===== config.mk =====
export PLATFORM = sky130hd
export DESIGN_NAME = wdt_sticky
export DESIGN_NICKNAME = d
export VERILOG_FILES = /design/src/rtl/wdt_pkg.sv /design/src/rtl/wdt_ctrl_regs.sv /design/src/rtl/wdt_counter.sv /design/src/rtl/wdt_sticky.sv
export SDC_FILE = /design/constraint.sdc
export NUM_CORES = 1
export LEC_CHECK = 0
export BUFFER_PORTS_ARGS = -buffer_cell sky130_fd_sc_hd__clkbuf_2
export CAP_MARGIN = 20
export CORE_UTILIZATION = 56
export DETAILED_ROUTE_END_ITERATION = 6
export HOLD_SLACK_MARGIN = 0.12
export MAX_ROUTING_LAYER = met4
export PLACE_DENSITY = 0.83
export SLEW_MARGIN = 25
export SYNTH_ARGS = -nofsm -noshare
export SYNTH_HDL_FRONTEND = slang
export SYNTH_SLANG_ARGS = --single-unit

===== constraint.sdc =====
create_clock -name clk -period 3.6 [get_ports clk]
set_input_delay 0.36 -clock clk [delete_from_list [all_inputs] [get_ports clk]]
set_output_delay 0.36 -clock clk [all_outputs]
set_load 0.02 [all_outputs]

===== src/rtl/wdt_pkg.sv =====
package wdt_pkg;
  localparam int CODE_W    = 4;
  localparam int MAX_CODE  = 9;
  localparam int BIT_PS_HI = 5;
  localparam int BIT_CE    = 4;
  localparam int BIT_EN    = 3;
  localparam int BIT_FLAG  = 7;

  // gather the split prescale field out of a control word
  function automatic logic [CODE_W-1:0] pick_code(input logic [7:0] d);
    return {d[BIT_PS_HI], d[2:0]};
  endfunction

  // reserved codes fall back to the longest valid timeout
  function automatic logic [CODE_W-1:0] map_code(input logic [CODE_W-1:0] c);
    return (int'(c) > MAX_CODE) ? CODE_W'(MAX_CODE) : c;
  endfunction
endpackage


===== src/rtl/wdt_ctrl_regs.sv =====
module wdt_ctrl_regs #(
  parameter int WIN = 4
) (
  input  logic       clk,
  input  logic       rst_n,
  input  logic       reg_wr,
  input  logic [7:0] reg_wdata,
  input  logic       expire,
  output logic       en_bit,
  output logic       flag,
  output logic [wdt_pkg::CODE_W-1:0] code,
  output logic       code_chg,
  output logic       win_open
);
  import wdt_pkg::*;
  localparam int WIN_W = $clog2(WIN + 1);

  logic [WIN_W-1:0]  win_cnt;
  logic [CODE_W-1:0] code_next;
  logic              wr_ok;

  assign win_open  = (win_cnt != '0);
  assign wr_ok     = reg_wr && win_open;
  assign code_next = pick_code(reg_wdata);
  assign code_chg  = wr_ok && (code_next != code);

  always_ff @(posedge clk or negedge rst_n) begin
    if (!rst_n) win_cnt <= '0;
    else if (reg_wr && reg_wdata[BIT_CE]) win_cnt <= WIN_W'(WIN);
    else if (win_open) win_cnt <= win_cnt - 1'b1;
  end

  always_ff @(posedge clk or negedge rst_n) begin
    if (!rst_n) begin
      en_bit <= 1'b0;
      code   <= '0;
    end else if (wr_ok) begin
      en_bit <= reg_wdata[BIT_EN] | flag;
      code   <= code_next;
    end
  end

  always_ff @(posedge clk or negedge rst_n) begin
    if (!rst_n) flag <= 1'b0;
    else if (expire) flag <= 1'b1;
    else if (reg_wr && reg_wdata[BIT_FLAG]) flag <= 1'b0;
  end


  ignored_wr_chk: assert property (@(posedge clk) disable iff (!rst_n)
    (reg_wr && !win_open) |=> ($stable(code) && $stable(en_bit)));

  expire_sets_flag_chk: assert property (@(posedge clk) disable iff (!rst_n)
    expire |=> flag);

  flag_hold_chk: assert property (@(posedge clk) disable iff (!rst_n)
    (flag && !expire && !(reg_wr && reg_wdata[BIT_FLAG])) |=> flag);

  en_pinned_chk: assert property (@(posedge clk) disable iff (!rst_n)
    flag |=> en_bit);
endmodule


===== src/rtl/wdt_counter.sv =====
module wdt_counter #(
  parameter int BASE_LOG2 = 11,
  parameter int MAX_CODE  = wdt_pkg::MAX_CODE
) (
  input  logic clk,
  input  logic rst_n,
  input  logic osc_tick,
  input  logic run,
  input  logic restart,
  input  logic [wdt_pkg::CODE_W-1:0] code_eff,
  output logic expire,
  output logic rst_req
);
  localparam int CNT_W = BASE_LOG2 + MAX_CODE + 1;

  // terminal value of the count for a given (already mapped) code
  function automatic logic [CNT_W-1:0] last_of(input logic [wdt_pkg::CODE_W-1:0] c);
    logic [CNT_W-1:0] one;
    one = CNT_W'(1);
    return (one << (BASE_LOG2 + int'(c))) - one;
  endfunction

  logic [CNT_W-1:0] cnt;
  logic [CNT_W-1:0] last;
  logic             at_last;

  assign last    = last_of(code_eff);
  assign at_last = (cnt == last);
  assign expire  = run && !restart && osc_tick && at_last;

  always_ff @(posedge clk or negedge rst_n) begin
    if (!rst_n) cnt <= '0;
    else if (!run || restart) cnt <= '0;
    else if (osc_tick) cnt <= at_last ? '0 : cnt + 1'b1;
  end

  always_ff @(posedge clk or negedge rst_n) begin
    if (!rst_n) rst_req <= 1'b0;
    else rst_req <= expire;
  end


  rst_req_single_chk: assert property (@(posedge clk) disable iff (!rst_n)
    rst_req |=> !rst_req);

  cnt_bound_chk: assert property (@(posedge clk) disable iff (!rst_n)
    run |-> (cnt <= last));

  idle_quiet_chk: assert property (@(posedge clk) disable iff (!rst_n)
    !run |=> !rst_req);
endmodule


===== src/rtl/wdt_sticky.sv =====
module wdt_sticky #(
  parameter int BASE_LOG2 = 11,
  parameter int WIN       = 4
) (
  input  logic       clk,
  input  logic       rst_n,
  input  logic       osc_tick,
  input  logic       reg_wr,
  input  logic [7:0] reg_wdata,
  input  logic       kick,
  output logic       rst_req,
  output logic       en_eff
);
  import wdt_pkg::*;

  logic              en_bit;
  logic              flag;
  logic [CODE_W-1:0] code_raw;
  logic [CODE_W-1:0] code_eff;
  logic              code_chg;
  logic              win_open;
  logic              expire;
  logic              restart;

  assign code_eff = map_code(code_raw);
  assign en_eff   = en_bit | flag;
  assign restart  = kick | code_chg;

  wdt_ctrl_regs #(.WIN(WIN)) u_regs (
    .clk      (clk),
    .rst_n    (rst_n),
    .reg_wr   (reg_wr),
    .reg_wdata(reg_wdata),
    .expire   (expire),
    .en_bit   (en_bit),
    .flag     (flag),
    .code     (code_raw),
    .code_chg (code_chg),
    .win_open (win_open)
  );

  wdt_counter #(.BASE_LOG2(BASE_LOG2), .MAX_CODE(MAX_CODE)) u_cnt (
    .clk     (clk),
    .rst_n   (rst_n),
    .osc_tick(osc_tick),
    .run     (en_eff),
    .restart (restart),
    .code_eff(code_eff),
    .expire  (expire),
    .rst_req (rst_req)
  );


  code_map_chk: assert property (@(posedge clk) disable iff (!rst_n)
    (int'(code_eff) <= MAX_CODE) && ((code_raw == code_eff) || (int'(code_raw) > MAX_CODE)));

  reset_state_chk: assert property (@(posedge clk) disable iff (!rst_n)
    $rose(rst_n) |-> (!rst_req && !en_eff));
endmodule


# --- Word-level counts from Yosys, hierarchy flattened ---
# Index checks and enable logic that the tools add are counted.
totals:
  word_cells: 39
  input_bits: 13
  latch_bits: 0
  mem_bits_rw: 0
  regBits: 31
  memories: 0
  output_inout_bits: 2
  romBits: 0
classes:
  n_eq_ne: 2
  n_addsub: 4
  shift: 1
  n_div: 0
  n_mux: 8
  n_bitwise: 3
  multipliers: 0
  reduce_logical: 14
  order_cmp: 1
op_table:
  columns: ["op", "n"]
  rows:
  - ["$mux 21", 3]
  - ["$shl 1x32->21 const A", 1]
  - ["$add 21x1->21 const B", 1]
  - ["$eq 21x21->1", 1]
  - ["$sub 21x1->21 const B", 1]
  - ["$logic_and 1x1->1", 7]
  - ["$mux 3", 2]
  - ["$reduce_bool 2->1", 3]
  - ["$add 4x4->5 const A", 1]
  - ["$gt 4x4->1 const B", 1]
  - ["$mux 4", 1]
  - ["$ne 4x4->1", 1]
  - ["$or 1x1->1", 3]
  - ["$reduce_bool 3->1", 1]
  - ["$sub 3x1->3 const B", 1]
  - ["$logic_not 1->1", 2]
  - ["$mux 1", 2]
  - ["$logic_or 1x1->1", 1]

# --- Depth between registers and ports, before layout ---
logic_depth:
  word_depth: 9
  mapped_depth: 17

# --- By module ---
# A second synthesis with hierarchy kept.
hier_totals:
  cells_unflattened: 324
  area_unflattened_um2: 2681.3
modules_own_cells:
  columns: ["mod", "n_inst", "seq_area_each_um2", "cells_each", "area_per_inst_um2"]
  rows:
  - ["wdt_counter", 1, 550.5, 280, 2175.8]
  - ["wdt_ctrl_regs", 1, 225.2, 37, 465.4]
  - ["wdt_sticky", 1, 0.0, 7, 40.0]

# --- Worst setup path before layout ---
# Ideal clock, no wire load.
synth_path:
  path_kind: "register to register"
  start: "reg u_regs.code[1] (netlist bit)"
  end: "reg u_cnt.cnt[0]"
  stages_incl_launch_ff: 15
  synth_period_minus_slack_ns: 3.778
  slack_ns: -0.178
  n_path_buf: 2
  arrival_time_ns: 3.635
  t_required_ns: 3.458
  cell_sequence: "dfrtp_1 > or2_0 > buf_2 > a21o_1 > ha_1 > buf_2 > nor4b_4 > nand3b_1 > ha_1 > xor2_1 > o221ai_1 > or4_1 > a2111oi_0 > nor4bb_1 > a211oi_1"
synth_between:
  elab_chain_cells: 9
synth_lines:
  columns: ["element", "line_no", "rtl"]
  rows:
  - ["start, declared", "wdt_ctrl_regs.sv:11", "output logic [wdt_pkg::CODE_W-1:0] code,"]
  - ["start signal, assigned", "wdt_ctrl_regs.sv:39", "code <= code_next;"]
  - ["$gt 4x4->1", "wdt_pkg.sv:16", "return (int'(c) > MAX_CODE) ? CODE_W'(MAX_CODE) : c;"]
  - ["$mux 4", "wdt_pkg.sv:16", null]
  - ["$add 4x4->5", "wdt_counter.sv:20", "return (one << (BASE_LOG2 + int'(c))) - one;"]
  - ["$shl 1x32->21", "wdt_counter.sv:20", null]
  - ["$sub 21x1->21", "wdt_counter.sv:20", null]
  - ["$eq 21x21->1", "wdt_counter.sv:28", "assign at_last = (cnt == last);"]
  - ["$mux 21 (2 in series)", "wdt_counter.sv:34", "else if (osc_tick) cnt <= at_last ? '0 : cnt + 1'b1;"]
  - ["$mux 21", "wdt_counter.sv:33", "else if (!run || restart) cnt <= '0;"]
  - ["end signal, assigned", "wdt_counter.sv:34", null]
  - ["end, declared", "wdt_counter.sv:23", "logic [CNT_W-1:0] cnt;"]
# Several ways; a longest one is shown, not always the timed one. The select of a mux whose other input is x is not followed.
# A chain may end at the register's enable or synchronous reset.

# --- Final worst setup path ---
layout_path:
  start: "reg u_regs.code[3] (netlist bit)"
  end: "reg u_cnt.cnt[19]"
# The elaborated chain is that of the path after synthesis.

==> metrics.txt <==
Hold WC Path Type=in -> async; Reg area=776 µm²; CP arrival=3730 ps; Mapped Nets=338; num ports=15; CTS tree=built; Residual DRC=0; Setup Crit Path Kind=reg -> reg; layout cells sized above 1=21.6%; Synth-to-Final Area Change=14.5%; Die Span X=71.5 µm; Starting Density=60.0%; crit path cell chain=nor2b_1 > ha_4 > nor4b_4 > nand3b_1 > ha_4 > inv_4 > a31oi_2 > buf_6 > and3_1 > a211oi_2 > nand4_1 > nor4_4 > buf_4 > a211oi_1; final setup TNS=0 ps; Routed wire per std cell=18.9 µm; first-pass GRT wire length=11500 µm; largest net degree at the start of global routing=32; Post-synth ARST share=100%; Final #Nets=351; DRT Wirelength=7310 µm; syn avg cell area=8.45 µm²; antenna diode count=0; Die H=71.5 µm; Max-Cap Viols=0; ys flop type=dfrtp_1; critical path buffer and inverter count=3; r2r startpoint=u_regs.code[3]; Worst-Skew Late Latency=290 ps; Pre-antenna DRT Iters=5; Worst Setup Start Kind=flip-flop; DR vias=2636; Post-DP HPWL=4980 µm; Pleak=0.00117 µW; Final Setup Violations=0; final hold slack=143 ps; Placed Instances=373; row cnt=24; Final ANT Viol Nets=0; final design utilization=68.8%; CTS root buf=clkbuf_8; Worst Clk Skew=10.2 ps; post-synthesis sequential area ratio=28.7%; Core Footprint=4500 µm²; peak supply drop=0.382 mV; antenna violations before repair=0; area occupied by multi-input gates=1880 µm²; Data required, critical path=3730 ps; crit share post-route=99.9%; Mapped Area=2700 µm²; RSZ-0062 raised after global routing=yes; Yosys top cell area share=28.7%; drt via density=6.83; crit path from=u_regs.code[3]; Fillers=345; Clock Pin Slew Worst Setup and Hold Paths=70 ps; Total GRT Usage=29.8%; Slew Limit Fails=0; Post-Layout Cell Count=386; biggest cell delay along the critical path=470 ps; crit path max fanout=10; Largest delay share family, worst path=simple AND/OR/NAND/NOR gates; Worst Max-Slew Pin Slew=797 ps; grt ovf=0; # hold bufs at CTS=0; highest clock rate=278 MHz; yosys warns=0; post-layout min period=3600 ps; Starting DRT DRC Count=385; Pwr Density=577 nW/µm²; final hold viol count=0; Area contributors post-synth=dfrtp_1 (29%), xor2_1 (6.8%), a211oi_1 (6.4%); final instance area=3100 µm²; TritonCTS Buffers=5; Worst slew margin=46.9%; critical path capture point type=flip-flop; port bufs=13; RD Place Congestion=0.948; Synth Register Bits=31; H-tree levels=2; run status=complete, no violations; synth unique cells=66; area of placed instances=2850 µm²; vias in the first global route=2411; slowest CP cell=dfrtp_1; # clock sinks=31; leading area contributor after synthesis=dfrtp_1; die footprint=5110 µm²; Worst path most repeated cell=ha_4; cells after synthesis=320; clk buf depth=2; Post-synth EDFFs=0
-- routing by layer --
metal  track usage, %  wire length [µm]  share of wire [%]
met5                -                 0                  0
met4             9.59               210                2.9
met2             47.0              3410                 47
met3             5.20               596                8.2
met1             39.4              3090                 42
-- state kept, by name, indices dropped and copies added (netlist names) --
signal	cells
u_regs.flag	1
u_cnt.cnt	21
u_regs.win_cnt	3
u_cnt.rst_req	1
u_regs.en_bit	1
u_regs.code	4
-- power breakdown --
group	total, µW	leakage, µW	internal (µW)	switching (µW)
Combinational	1090	0.000719	452	643
Clock	272	0.0000402	134	138
Sequential	421	0.000416	387	34.6
Total	1790	0.00117	972	816
-- worst reg2reg max path, cell delays in order, from the launching register on --
cell      delay, ps
dfrtp_1         470
nor2b_1         300
ha_4            270
nor4b_4         300
nand3b_1        160
ha_4            220
inv_4            80
a31oi_2          70
buf_6           190
and3_1          190
a211oi_2        260
nand4_1         200
nor4_4          430
buf_4           230
a211oi_1         80
-- cell families after synthesis --
group / Yosys count / synth area share (%)
compound gates: 88 / 23.6
xor+xnor: 36 / 11.7
fa+ha+maj: 5 / 2.31
buf+inv: 40 / 6.48
flops: 31 / 28.7
mux: 5 / 2.04
simple gates: 115 / 25.3
-- layout by cell type (no fill, tap or decap), drive strengths merged, types with 3 or more instances in the layout --
cell type,count
nand4,9
and3,5
mux2,4
or4,3
dfrtp,31
buf,21
nor2b,4
o2111ai,3
nand2b,3
a21o,3
ha,5
a21oi,17
xnor2,15
xor2,21
nor3,6
nor2,18
or2,3
nand3b,6
inv,12
a211oi,23
nor4,7
o21ai,11
a221oi,3
clkbuf,18
nand3,11
nand2,24
a22oi,3
and4,3
-- final timing paths --
kind                            slack (ps)                 to  cells after the start
worst max-delay path                     4      u_cnt.cnt[19]                     14
worst min-delay path                   140  u_regs.win_cnt[0]                      1
worst max register to register           4      u_cnt.cnt[19]                     14
worst min register to register         490      u_regs.en_bit                      2
max in group asynchronous             2950      u_cnt.cnt[13]                      1
min in group clk                       280  u_regs.win_cnt[0]                      2
-- synthesized netlist by cell type (3+ instances only) --
library cell,count
xor2_1,21
clkbuf_1,17
xnor2_1,15
buf_2,5
dfrtp_1,31
and4_1,3
nor2b_1,4
o21ai_0,10
nand2_1,24
nor4_1,6
a22oi_1,3
nand4_1,9
buf_4,3
mux2_2,4
inv_1,12
nor3_1,5
nor2_1,18
nand3_1,11
ha_1,5
nand2b_1,3
nand3b_1,6
a21oi_1,17
a211oi_1,23
o2111ai_1,3
a21o_1,3
and3_1,5
-- layout make-up --
type	count	area share, %
multi-input cells	249	60.8
flip-flops and latches	31	25.1
repair buffers	34	7.68
clock buffers	5	2.22
well taps	52	2.10
inverters	12	1.54
clock inverters	3	0.646
-- stage by stage --
step	total power, µW	worst slack (ps)
finish	1790	3.85
global route	1900	-131
CTS	1690	0.243
detailed placement	1390	-11.2
global placement	1360	81.1
floorplan	1170	4.84
-- timing repair --
item                       4_1_cts  5_1_grt
pin swaps                        1        9
cloned                           1        1
setup endpoints to repair       21       23
gates resized for setup          8       15
buffers inserted                 0        3
Note: power is estimated with default switching activity, not from simulation.
